File: src/rtl/cct_pkg.sv
package cct_pkg;
    localparam int NUM_CMP = 2;
    localparam int A_CTRL = 0;
    localparam int A_CMP0 = 1;
    localparam int A_CAP = 3;
    localparam int A_CNT = 4;
    localparam int B_RUN = 0;
    localparam int B_TGL = 1;
    localparam int B_CAPT = 2;
    localparam int B_FFCLR = 3;
    localparam int B_IECAP = 4;
    localparam int B_IEM0 = 5;
    localparam int B_FFRD = 7;
endpackage

File: src/rtl/cct_trig_sync.sv
module cct_trig_sync #(
    parameter int STAGES = 2
) (
    input  logic clk,
    input  logic rst_n,
    input  logic din,
    output logic rise
);
    localparam int LAST = STAGES;

    logic [LAST:0] sh_d, sh_q;

    always_comb begin
        sh_d = {sh_q[LAST-1:0], din};
    end

    always_ff @(posedge clk or negedge rst_n) begin
        if (!rst_n) sh_q <= '0;
        else        sh_q <= sh_d;
    end

    assign rise = sh_q[LAST-1] & ~sh_q[LAST];

    AST_RISE_SINGLE: assert property (@(posedge clk) disable iff (!rst_n)
        rise |=> !rise);
endmodule

File: src/rtl/cct_cmp_unit.sv
module cct_cmp_unit #(
    parameter int W = 16
) (
    input  logic         adv,
    input  logic [W-1:0] cnt_nxt,
    input  logic [W-1:0] cmp_val,
    output logic         hit
);
    always_comb begin
        hit = adv && (cnt_nxt == cmp_val);
    end
endmodule

File: src/rtl/cct_timer.sv
module cct_timer
    import cct_pkg::*;
#(
    parameter int CNT_W = 16,
    parameter int ADDR_W = 3,
    parameter int SYNC_STAGES = 2
) (
    input  logic              clk,
    input  logic              rst_n,
    input  logic              tick,
    input  logic              trig_in,
    input  logic              wr_en,
    input  logic [ADDR_W-1:0] wr_addr,
    input  logic [CNT_W-1:0]  wr_data,
    input  logic [ADDR_W-1:0] rd_addr,
    output logic [CNT_W-1:0]  rd_data,
    output logic              ff_out,
    output logic              irq_cap,
    output logic              irq_cmp0,
    output logic              irq_cmp1
);
    typedef struct packed {
        logic [CNT_W-1:0]              cnt;
        logic [NUM_CMP-1:0][CNT_W-1:0] cmp;
        logic [CNT_W-1:0]              cap;
        logic                          run;
        logic                          tgl;
        logic                          capt;
        logic                          ie_cap;
        logic [NUM_CMP-1:0]            ie_m;
        logic                          ff;
        logic                          irq_c;
        logic [NUM_CMP-1:0]            irq_m;
    } state_t;

    state_t st_d, st_q;

    logic               trig_edge;
    logic               ctrl_wr;
    logic               start;
    logic               adv;
    logic               ff_clr;
    logic [CNT_W-1:0]   cnt_nxt;
    logic [NUM_CMP-1:0] hits;

    cct_trig_sync #(.STAGES(SYNC_STAGES)) sync_i (
        .clk  (clk),
        .rst_n(rst_n),
        .din  (trig_in),
        .rise (trig_edge)
    );

    always_comb begin
        ctrl_wr = wr_en && (wr_addr == ADDR_W'(A_CTRL));
        start   = ctrl_wr && wr_data[B_RUN] && !st_q.run;
        adv     = st_q.run && tick && !start;
        ff_clr  = ctrl_wr && wr_data[B_FFCLR];
        cnt_nxt = st_q.cnt + CNT_W'(1);
    end

    genvar gi;
    generate
        for (gi = 0; gi < NUM_CMP; gi++) begin : g_cmp
            cct_cmp_unit #(.W(CNT_W)) cmp_i (
                .adv    (adv),
                .cnt_nxt(cnt_nxt),
                .cmp_val(st_q.cmp[gi]),
                .hit    (hits[gi])
            );
        end
    endgenerate

    always_comb begin
        logic flip;
        st_d = st_q;
        if (ctrl_wr) begin
            st_d.run    = wr_data[B_RUN];
            st_d.tgl    = wr_data[B_TGL];
            st_d.capt   = wr_data[B_CAPT];
            st_d.ie_cap = wr_data[B_IECAP];
            for (int i = 0; i < NUM_CMP; i++) st_d.ie_m[i] = wr_data[B_IEM0 + i];
        end
        for (int i = 0; i < NUM_CMP; i++) begin
            if (wr_en && (wr_addr == ADDR_W'(A_CMP0 + i))) st_d.cmp[i] = wr_data;
        end
        if (start)    st_d.cnt = '0;
        else if (adv) st_d.cnt = cnt_nxt;
        if (trig_edge) st_d.cap = st_q.cnt;
        flip = (^(hits & {NUM_CMP{st_q.tgl}})) ^ (st_q.capt & trig_edge);
        if (ff_clr) st_d.ff = 1'b0;
        else        st_d.ff = st_q.ff ^ flip;
        st_d.irq_c = trig_edge & st_q.ie_cap;
        st_d.irq_m = hits & st_q.ie_m;
    end

    always_ff @(posedge clk or negedge rst_n) begin
        if (!rst_n) st_q <= '0;
        else        st_q <= st_d;
    end

    always_comb begin
        rd_data = '0;
        case (rd_addr)
            ADDR_W'(A_CTRL): begin
                rd_data[B_RUN]   = st_q.run;
                rd_data[B_TGL]   = st_q.tgl;
                rd_data[B_CAPT]  = st_q.capt;
                rd_data[B_IECAP] = st_q.ie_cap;
                for (int i = 0; i < NUM_CMP; i++) rd_data[B_IEM0 + i] = st_q.ie_m[i];
                rd_data[B_FFRD]  = st_q.ff;
            end
            ADDR_W'(A_CMP0):     rd_data = st_q.cmp[0];
            ADDR_W'(A_CMP0 + 1): rd_data = st_q.cmp[1];
            ADDR_W'(A_CAP):      rd_data = st_q.cap;
            ADDR_W'(A_CNT):      rd_data = st_q.cnt;
            default:             rd_data = '0;
        endcase
    end

    assign ff_out   = st_q.ff;
    assign irq_cap  = st_q.irq_c;
    assign irq_cmp0 = st_q.irq_m[0];
    assign irq_cmp1 = st_q.irq_m[1];

    AST_STOP_HOLD: assert property (@(posedge clk) disable iff (!rst_n)
        (!st_q.run && !start) |=> $stable(st_q.cnt));
    AST_START_ZERO: assert property (@(posedge clk) disable iff (!rst_n)
        start |=> (st_q.cnt == '0));
    AST_ADVANCE: assert property (@(posedge clk) disable iff (!rst_n)
        (st_q.run && tick && !start) |=> (st_q.cnt == $past(st_q.cnt) + CNT_W'(1)));
    AST_FF_FORCED: assert property (@(posedge clk) disable iff (!rst_n)
        ff_clr |=> !ff_out);
    AST_FF_QUIET: assert property (@(posedge clk) disable iff (!rst_n)
        (!st_q.tgl && !(st_q.capt && trig_edge) && !ff_clr) |=> $stable(ff_out));
    AST_CAP_GATED: assert property (@(posedge clk) disable iff (!rst_n)
        !st_q.ie_cap |=> !irq_cap);
endmodule

File: config.mk
export PLATFORM = sky130hd
export DESIGN_NAME = cct_timer
export DESIGN_NICKNAME = d
export VERILOG_FILES = /design/src/rtl/cct_pkg.sv /design/src/rtl/cct_trig_sync.sv /design/src/rtl/cct_cmp_unit.sv /design/src/rtl/cct_timer.sv
export SDC_FILE = /design/constraint.sdc
export NUM_CORES = 1
export LEC_CHECK = 0
export BUFFER_PORTS_ARGS = -buffer_cell sky130_fd_sc_hd__buf_2
export CAP_MARGIN = 25
export CORE_UTILIZATION = 54
export CTS_CLUSTER_SIZE = 14
export DETAILED_ROUTE_END_ITERATION = 8
export HOLD_SLACK_MARGIN = 0.05
export PLACE_DENSITY = 0.72
export REMOVE_ABC_BUFFERS = 1
export SYNTH_ARGS = -nofsm -noshare
export SYNTH_HDL_FRONTEND = slang
export SYNTH_SLANG_ARGS = --single-unit
File: constraint.sdc
create_clock -name clk -period 3.35 [get_ports clk]
set_clock_uncertainty 0.15 [all_clocks]
set_input_delay 0.67 -clock clk [delete_from_list [all_inputs] [get_ports clk]]
set_output_delay 0.67 -clock clk [all_outputs]
set_load 0.005 [all_outputs]
==> results.txt, run 1 <==
The flow ran to the end, and the final reports show no timing, DRC or antenna violations. After clock tree synthesis, the clock-pin slew on the worst setup and hold paths is 0.09 ns. For this block, the via count after detailed routing is 4206. After routing the design area is 0.00559 mm2.

For the pin with the worst max-slew slack, the measured transition is 0.622 ns. The clock drives 77 sinks. The logs give 0.558 for the initial cell density of the core and 2.37 nW for the leakage dissipation. Before antenna repair, the detailed router went through 5 iterations. The arithmetic-cell share of the synthesized area counting full adders, half adders and majority gates works out to 0.00257. The tools report the master cell of the clock root buffer as clkbuf_8. The synthesized-area fraction occupied by xor and xnor cells is 0.0666. The share of final-layout standard cells stronger than drive strength 1 is 0.309. The number of flops mapped to enable cells by yosys works out to 0. The simple-gate share of the synthesized area is 0.180, and the quantity of I/O buffers inserted on ports is 46. The wire length per cell after detailed routing is 21.0 um, and the number of slew-limit violations in the final report is 0.

STA classifies the critical path startpoint as a flop. The number of top-level pins is 47, and the hold buffer count at CTS is 0. For the die area, the log shows 0.00939 mm2.

In the detailed route, the total length drawn on met3 is 739 um. Setup repair after global routing left no endpoint under its margin. In this run the critical register-to-register path is launched from st_q[58]$_DFFE_PN0P_. Clock tree synthesis inserted a total of 9 buffers.

In this run the top signal layer used is met4. In this run the critical register-to-register path is captured at irq_cmp0$_DFF_PN0_. No sink is reached through more buffers than the 2 on the longest clock path.

At the later pin of the worst-skew pair, clock insertion delay measures 0.37 ns. Global routing finished with a remaining overflow of 0. The floorplan has 34 rows. The maximum vdd ir drop is 0.367 mV, and the global placer's final weighted congestion is 0.951. After clock tree synthesis, the repair step resized 0 gates. The number of cells traversed by the worst register-to-register path works out to 11.

By area the synthesized netlist is led by dfrtp_1 40%, mux2_2 13%, xnor2_1 4.9%. Once the clock tree was built, the setup fixing pass inserted 0 buffers. The tools report the achievable frequency as 0.317 GHz.

Synthesis instantiated 64 different standard cells from the library. TritonCTS built the clock tree. Total number of H-tree levels: 3. The setup violation total in the final timing report is 0. The cell area that synthesis handed to floorplanning was 0.00486 mm2.

By area, the combinational part of the netlist is dominated by simple AND/OR/NAND/NOR gates. For the final routed database, the setup TNS stands at 0 ns. From synthesis to final layout, the design area changed by 15.0%.

The Yosys step of the flow raised 0 warnings. Subtracting the final worst setup slack from the clock period gives 3.15 ns. The most used standard cell by instance count after synthesis was dfrtp_1.

The synthesized design spends more area on one cell type than any other, namely dfrtp_1. The run gives 0.00534 mm2 as the standard cell area after detailed placement. Post-synthesis instance total: 496. The compound-gate portion of the synthesized area came out at 0.146. The type of destination of the critical path is a flop.

Sorting the synthesized cells by how often they occur yields 77 x dfrtp_1, 57 x mux2_2, 45 x o21ai_0. Detailed routing placed a total of 6.78 mm of wire on met2. At the worst endpoint, the required time is 3.50 ns. The logs give 0.396 for the sequential cell area fraction in the yosys report and 0.309 for the global-route usage over all layers.

The hold violation total from the final report was 0; the synthesized area per cell was 9.81 um2. The most used flip-flop cell after synthesis is dfrtp_1. After detailed routing, the number of remaining DRC violations is 0. The DRC marker count from the first detailed-route iteration was 336; the post-route clock period utilization was 0.942.

The setup check on the worst reg-to-reg path leaves a slack of 0.20 ns. The run gives 0 as the initial antenna violation count. The first global-routing pass estimated 22.5 mm of wire. The run gives 0 as the count of maximum capacitance violations. The count of state elements after synthesis works out to 77. The classification of the worst setup path was flop to flop. At the end of the flow, the number of nets in the layout was 575.

The share of flip-flops with an asynchronous set or reset is 1.00. The tools report the largest net degree at the start of global routing as 78. From bottom edge to top edge, the die measures 96.9 um. In this run the worst hold path is classified as input pin to asynchronous set/reset pin. For this design the ratio of total power to cell area is 524 mW/mm2.

The area share of the largest cell type after synthesis was 0.396; the antenna cell count was 0. Data arrives at the worst endpoint at 3.30 ns. The width of the die was 96.9 um; the detailed placer's ending HPWL was 9.92 mm. For the remaining antenna violation count after routing, the log shows 0. The region available for standard cell placement spans 0.00872 mm2.

The number of global-route vias before repair was 4294. The fraction of synthesized area in multiplexers was 0.165; the worst max-slew margin expressed relative to the limit was 0.585. Dividing the detail-routed via count by the number of cells gives 6.38. The maximum fanout along the worst path came out at 11. For this block, wires on met1 add up to 5.94 mm.

Wires add up to 13.8 mm.
flip-flops by register name (all words and copies together), names as in the netlist:
register     count
irq_cap          1
sync_i.sh_q      3
ff_out           1
irq_cmp0         1
irq_cmp1         1
st_q            70
metal layers:
layer  GRT usage  vias up
met5           0        -
met4       0.131        0
met3      0.0448       34
met2       0.518      181
met1       0.398     2070
li1            -     1921
worst max-delay path, stage by stage (launching register included):
cell and delay [ns]:
dfrtp_1 0.36, ha_1 0.29, nand3_4 0.10, buf_4 0.20
nor3_1 0.35, buf_4 0.21, xnor2_1 0.18, xor2_1 0.20
o211ai_1 0.14, a2111oi_0 0.49, buf_4 0.20, and4_1 0.19
through the flow:
stage / setup WS, ns / hold slack (ns) / util / power (W) / cells
floorplan: 0.0727 / 0.181 / - / 0.00179 / 454
global placement: 0.307 / 0.182 / 0.612 / 0.00210 / 642
detailed placement: 0.258 / 0.186 / 0.612 / 0.00212 / 642
CTS: 0.203 / 0.205 / 0.637 / 0.00293 / 657
global route: 0.0558 / 0.141 / 0.641 / 0.00308 / 659
finish: 0.195 / 0.106 / 0.641 / 0.00293 / 659
report_power, final:
group | internal (W) | switching (W)
Sequential | 0.00108 | 0.000193
Clock | 0.000438 | 0.000372
Combinational | 0.000410 | 0.000437
final cells by class:
| cell class | instances | area [um2] |
|---|---|---|
| fill | 757 | 3130 |
| multi-input combinational | 371 | 2770 |
| sequential | 77 | 1930 |
| timing repair buffer | 82 | 523 |
| clock buffer | 10 | 138 |
| tap | 108 | 135 |
| clock inverter | 5 | 83.8 |
| inverter | 6 | 22.5 |
cells in the final DEF (no fill, tap or decap), types with 7 or more instances in the layout:
cell / n
nand3_1: 13
a22oi_1: 11
buf_4: 35
nor3_1: 8
clkbuf_8: 10
xnor2_1: 27
nor2_1: 26
and3_1: 7
mux2i_1: 14
dfrtp_1: 77
xor2_1: 10
o21ai_0: 45
a21oi_1: 10
buf_2: 45
mux2_2: 57
nand2_1: 37
logic make-up after synthesis:
logic type,after synthesis
XOR/XNOR,37
multiplexers,72
flip-flops,77
AO/OA/AOI/OAI,110
AND/OR/NAND/NOR,151
buffers and inverters,48
adder cells (fa/ha/maj),1
worst max-delay path by stage:
stage | start | endpoint | slack, ns | depth (start not counted)
floorplan | st_q[58]$_DFFE_PN0P_ | ff_out$_DFF_PN0_ | 0.07 | 9
global placement | st_q[58]$_DFFE_PN0P_ | ff_out$_DFF_PN0_ | 0.31 | 9
detailed placement | st_q[58]$_DFFE_PN0P_ | irq_cmp0$_DFF_PN0_ | 0.26 | 11
CTS | st_q[58]$_DFFE_PN0P_ | irq_cmp0$_DFF_PN0_ | 0.20 | 11
global route | st_q[59]$_DFFE_PN0P_ | ff_out$_DFF_PN0_ | 0.06 | 9
finish | st_q[58]$_DFFE_PN0P_ | irq_cmp0$_DFF_PN0_ | 0.20 | 11
(Power assumes the default switching activity.)
==> run 2: changes to the inputs <==
CORE_ASPECT_RATIO = 0.9   (was default)
==> results.txt, run 2 (same netlist as run 1, synthesis figures left out) <==
The floorplan step set the die width to 102 um. The number of clock buffers added by TritonCTS is 9. The minimum setup slack in the final design is 0.153 ns. Internal power comes to 0.00189 W.

The logs give 0.264 for the relative contribution of the clock network to total power and 0.929 for the global placer's final weighted congestion. The run gives 3.44 ns as the endpoint required time on the critical path. Measured slew at the worst slew-check pin: 0.788 ns.

The global-route usage over all layers was 0.309; the remaining global-route overflow was 0. The power per cell area was 515 mW/mm2; the global-route wire length before repair was 21.5 mm. The classification of the worst setup path was flop to flop.

The worst-case IR drop observed on VDD is 0.369 mV. The pre-antenna-repair detailed-routing pass consisted of 5 iterations. For this run, design rule violations remaining after detail routing come to 0. After the first detailed-routing iteration, the DRC count stood at 316.

st_q holds more flip-flops than any other register. The die covers 0.00939 mm2. The switching share of power is 0.347, and the part of the total power dissipated in sequential elements is 0.440. The number of antenna diodes in the final layout is 0.

The count of standard-cell rows is 32. The quantity of I/O buffers inserted on ports was 46. The height of the die works out to 92.0 um. Setup violations remaining at the end of the flow were counted as 0. Of all nets on the critical path, the largest fanout is 8. The largest registers in the layout are st_q (70), sync_i.sh_q (3).

The routed design could run at a clock period as short as 3.20 ns. The wire length on met1 is 6.50 mm, and the share of final-layout standard cells stronger than drive strength 1 is 0.316. Wire segments on met3 add up to 850 um in the final route.

The tools report the hold violation total from the final report as 0. The initial cell density of the core was 0.562. Uppermost signal routing layer after detailed routing: met4.

TritonCTS built the clock tree. The run gives 0 as the hold buffer count at CTS. In this run the clock root is driven by a clkbuf_8. The region available for standard cell placement spans 0.00865 mm2. From synthesis to final layout, the design area changed by 15.7%. For this run, the post-layout net count is 576. Leaving out fill and tap cells, the most frequent cells in the layout are 76 x dfrtp_1, 57 x mux2_2, 45 x o21ai_0, 45 x buf_2, 37 x nand2_1.

Total power for the finished layout comes to 0.00290 W. The flow ran to the end, and the final reports show no timing, DRC or antenna violations. The min-delay analysis places its worst path in the category input pin to asynchronous set/reset pin. Summed over all nets, the switching power comes to 0.00101 W.

The run gives 0 as the number of slew-limit violations in the final report. Setup repair after global routing left no endpoint under its margin. Number of global-route vias before repair: 4033. The buffer count from post-CTS setup fixing is 0, and the via density per instance is 6.24.

STA classifies the critical path startpoint as a flop. The count of maximum capacitance violations was 0; the worst max-slew margin expressed relative to the limit was 0.474. The logs give 0 for the initial antenna violation count and 0.37 ns for the worst-skew pair later-pin latency.

After clock tree synthesis, the clock-pin slew on the worst setup and hold paths is 0.09 ns. Routed length on met2: 6.39 mm. For the detailed placer's ending HPWL, the log shows 10.0 mm. After detailed routing, the average wire length per cell comes to 20.8 um.

The remaining antenna violation count after routing was 0. The overall via count from detail_route came out at 4192. The data arrival time of the worst path was 3.29 ns.

For this block, the routed nets add up to 14.0 mm of wire. For the leakage dissipation, the log shows 2.38 nW. The buffer levels on the longest clock path is 2, and the clock sink count is 77. The tools report the type of destination of the critical path as a flop. The post-cts resize count is 0, and the achievable frequency is 0.313 GHz.

The run gives 0 ns as the sum of negative setup slack. The share of power burned in combinational logic was 0.296; the largest net degree at the start of global routing was 78. Leading cell type in the layout, fill and taps excluded: dfrtp_1. The post-route clock period utilization is 0.954, and the flip-flop count of the largest register after layout is 70.

The worst-case setup slack after placement is 0.163 ns. In this run the count of I/O pins placed on the die edge is 47. The logs give 0.0415 ns for the final worst hold slack and 3 for the total number of H-tree levels.
## run 2: worst max-delay path, stage by stage (launching register included)
cell      delay, ns
dfrtp_1        0.57
nand3_4        0.19
or4_4          0.59
and3_1         0.20
or4_1          0.48
or4_4          0.45
o2111a_1       0.25
nor2_1         0.10
nand3_1        0.08
## run 2: power groups by stage
stage / clock, W / sequential (W) / combinational (W)
3_5_place_dp: 0 / 0.00129 / 0.000839
5_1_grt: 0.000815 / 0.00130 / 0.000933
3_3_place_gp: 0 / 0.00127 / 0.000815
6_report: 0.000766 / 0.00128 / 0.000858
4_1_cts: 0.000782 / 0.00127 / 0.000844
2_1_floorplan: 0 / 0.00125 / 0.000544
## run 2: through the flow
stage               std cells  cell area (um2)  utilization
floorplan                 454             4680            -
global placement          654             5370        0.620
detailed placement        654             5370        0.620
CTS                       670             5580        0.645
global route              672             5630        0.651
finish                    672             5630        0.651
## run 2: cell type report
| cell class | count | area [um2] |
|---|---|---|
| Timing Repair Buffer | 83 | 538 |
| Sequential cell | 77 | 1930 |
| Multi-Input combinational cell | 371 | 2780 |
| Clock buffer | 11 | 151 |
| Clock inverter | 5 | 65.1 |
| Inverter | 6 | 22.5 |
| Tap cell | 119 | 149 |
| Fill cell | 737 | 3020 |
## run 2: per-layer routing
metal	GRT usage	vias to the layer above
li1	-	1924
met1	0.438	2095
met2	0.480	154
met3	0.0663	19
met4	0.0774	0
met5	0	-
## run 2: path summary, 6_finish.rpt
path	start	end	slack (ns)	cells after the start
worst max-delay path	st_q[61]$_DFFE_PN0P_	ff_out$_DFF_PN0_	0.15	8
worst min-delay path	rst_n	st_q[24]$_DFFE_PN0P_	0.04	1
worst max register to register	st_q[61]$_DFFE_PN0P_	ff_out$_DFF_PN0_	0.15	8
worst min register to register	sync_i.sh_q[0]$_DFF_PN0_	sync_i.sh_q[1]$_DFF_PN0_	0.21	0
max in group asynchronous	rst_n	st_q[60]$_DFFE_PN0P_	2.42	2
min in group clk	sync_i.sh_q[0]$_DFF_PN0_	sync_i.sh_q[1]$_DFF_PN0_	0.21	0
==> run 3: changes to the inputs <==
BUFFER_PORTS_ARGS = -buffer_cell sky130_fd_sc_hd__buf_4   (was -buffer_cell sky130_fd_sc_hd__buf_2)
MAX_ROUTING_LAYER = met4   (was default)
clock period = 3.4 ns   (was 3.35 ns; I/O delays follow)
==> results.txt, run 3 (same netlist as run 1, synthesis figures left out) <==
Number of global-route vias before repair: 3968. The setup violation total in the final timing report was 0. After detailed routing, the number of vias per cell comes to 6.23. The library cells used most frequently in the layout, excluding fill and tap cells, are 77 x dfrtp_1, 77 x buf_4, 57 x mux2_2. Wires add up to 13.6 mm.

In this run the power density over the cells is 507 mW/mm2. Across the VDD grid, the largest voltage drop is 0.357 mV. The hold buffer count at CTS came out at 0. The run gives 0.562 as the initial cell density of the core.

The analysis attributes to cell leakage a power of 2.38 nW. TritonCTS built the clock tree. The run gives 0.659 as the core occupancy in the finished layout. The maximum fanout along the worst path is 10. The floorplan has 32 rows.

The remaining antenna violation count after routing came out at 0. The path class of the tightest hold or removal check is input pin to asynchronous set/reset pin. The tools report the largest net degree at the start of global routing as 78. The clock buffer count from CTS is 9.

The clock transition at the registers of the reported paths was 0.09 ns. The worst setup path is captured at a flop. The reg-to-reg critical path startpoint was st_q[60]$_DFFE_PN0P_. The tools report the buffer count from post-CTS setup fixing as 0. From bottom edge to top edge, the die measures 92.0 um. Measured along the x axis, the die boundary spans 102 um.

The run gives 3 as the total number of H-tree levels. After legalization and detailed placement, the total HPWL measured 9.87 mm. The share of final-layout standard cells stronger than drive strength 1 works out to 0.304.

Register with the most flip-flops: st_q. Post-cts resize count: 0. The worst setup path is of the flop to flop kind. For this design, the sink count on the clock tree is 77.

The detailed router placed 4160 vias in this run. The net count of the finished layout was 572. Input and output buffers added on the ports amount to 46. In the final routed layout, each cell accounts on average for 20.4 um. The area growth from synthesis to layout is 17.2%. The worst max-slew margin expressed relative to the limit came out at 0.588. Before antenna repair, the detailed router went through 5 iterations. The largest registers in the layout are st_q (70), sync_i.sh_q (3). The shortest period the worst path allows works out to 3.18 ns.

The flow ran to the end, and the final reports show no timing, DRC or antenna violations. Initial antenna violation count: 0. The count of maximum capacitance violations is 0. Setup repair after global routing left no endpoint under its margin. The core footprint was 0.00865 mm2; the remaining global-route overflow was 0. Detailed-route DRC error count: 0.

The logs give 21.6 mm for the global-route wire length before repair and 0.36 ns for the worst-skew pair later-pin latency. The logs give 0 for the hold violation total from the final report and 0 ns for the sum of negative setup slack. At the pin with the least slew margin, the transition time is 0.616 ns. The data arrival time of the worst path was 3.28 ns. CTS placed an instance of clkbuf_8 at the clock tree root. The register with the most flip-flops in the layout has 70 of them.

For the number of slew-limit violations in the final report, the log shows 0. At the end of routability-driven placement, the weighted congestion stood at 0.933. Die area: 0.00939 mm2. STA classifies the critical path startpoint as a flop. STA puts the critical path data required time at 3.50 ns.

In this run the count of I/O pins placed on the die edge is 47. Global-route usage over all layers: 0.316. The number of antenna diodes in the final layout is 0. Timing would allow up to 0.314 GHz. The post-route clock period utilization is 0.935, and the DRC marker count from the first detailed-route iteration is 199.

The critical path starts at st_q[60]$_DFFE_PN0P_. Counting along the longest clock path gives a buffer depth of 2.
[run 3: cell count changes in the layout (fill, tap and decap cells not counted), sizes merged]
cell / change
inv: -2
clkinv: -1
buf: -4
clkinvlp: +2
bufinv: +1
[run 3: final cells by class]
cell class,count,area (um2)
repair buffers,79,613
well taps,119,149
clock buffers,11,141
fillers,715,2950
clock inverters,5,83.8
flip-flops and latches,77,1930
inverters,6,22.5
multi-input cells,371,2770
[run 3: path summary, 6_finish.rpt]
| kind | endpoint | slack (ns) | cells past startpoint |
|---|---|---|---|
| worst max-delay path | ff_out$_DFF_PN0_ | 0.22 | 8 |
| worst min-delay path | st_q[56]$_DFFE_PN0P_ | 0.14 | 1 |
| worst max register to register | ff_out$_DFF_PN0_ | 0.22 | 8 |
| worst min register to register | sync_i.sh_q[1]$_DFF_PN0_ | 0.21 | 0 |
| max in group asynchronous | st_q[59]$_DFFE_PN0P_ | 2.36 | 2 |
| min in group clk | sync_i.sh_q[1]$_DFF_PN0_ | 0.21 | 0 |
[run 3: critical path, cell delays in order (launching register included)]
cell and delay, ns:
dfrtp_1 0.58, nand4_4 0.22, or3_1 0.48, nor3_2 0.45, o2111ai_1 0.20, or4_4 0.58, o2111a_1 0.25, nor2_1 0.08
nand3_1 0.08
[run 3: stage by stage]
stage	area, um2	power, W	setup WS [ns]	cells	hold slack, ns
global route	5700	0.00303	0.0422	668	0.177
finish	5700	0.00289	0.220	668	0.139
CTS	5670	0.00290	0.211	666	0.211
floorplan	4680	0.00176	0.123	454	0.181
global placement	5440	0.00208	0.289	650	0.182
detailed placement	5440	0.00210	0.181	650	0.191
[run 3: metal layers]
layer	global-route usage	part of all wire	vias to the layer above
met5	-	0	-
met4	0.0940	0.021	0
met3	0.0526	0.058	26
met2	0.455	0.45	152
met1	0.456	0.47	2072
li1	-	-	1910
[run 3: report_power, final]
| part | leakage [nW] | switching [W] | internal [W] | total (W) |
|---|---|---|---|---|
| Sequential | 0.981 | 0.000188 | 0.00106 | 0.00125 |
| Combinational | 1.30 | 0.000420 | 0.000418 | 0.000838 |
| Clock | 0.106 | 0.000365 | 0.000435 | 0.000800 |
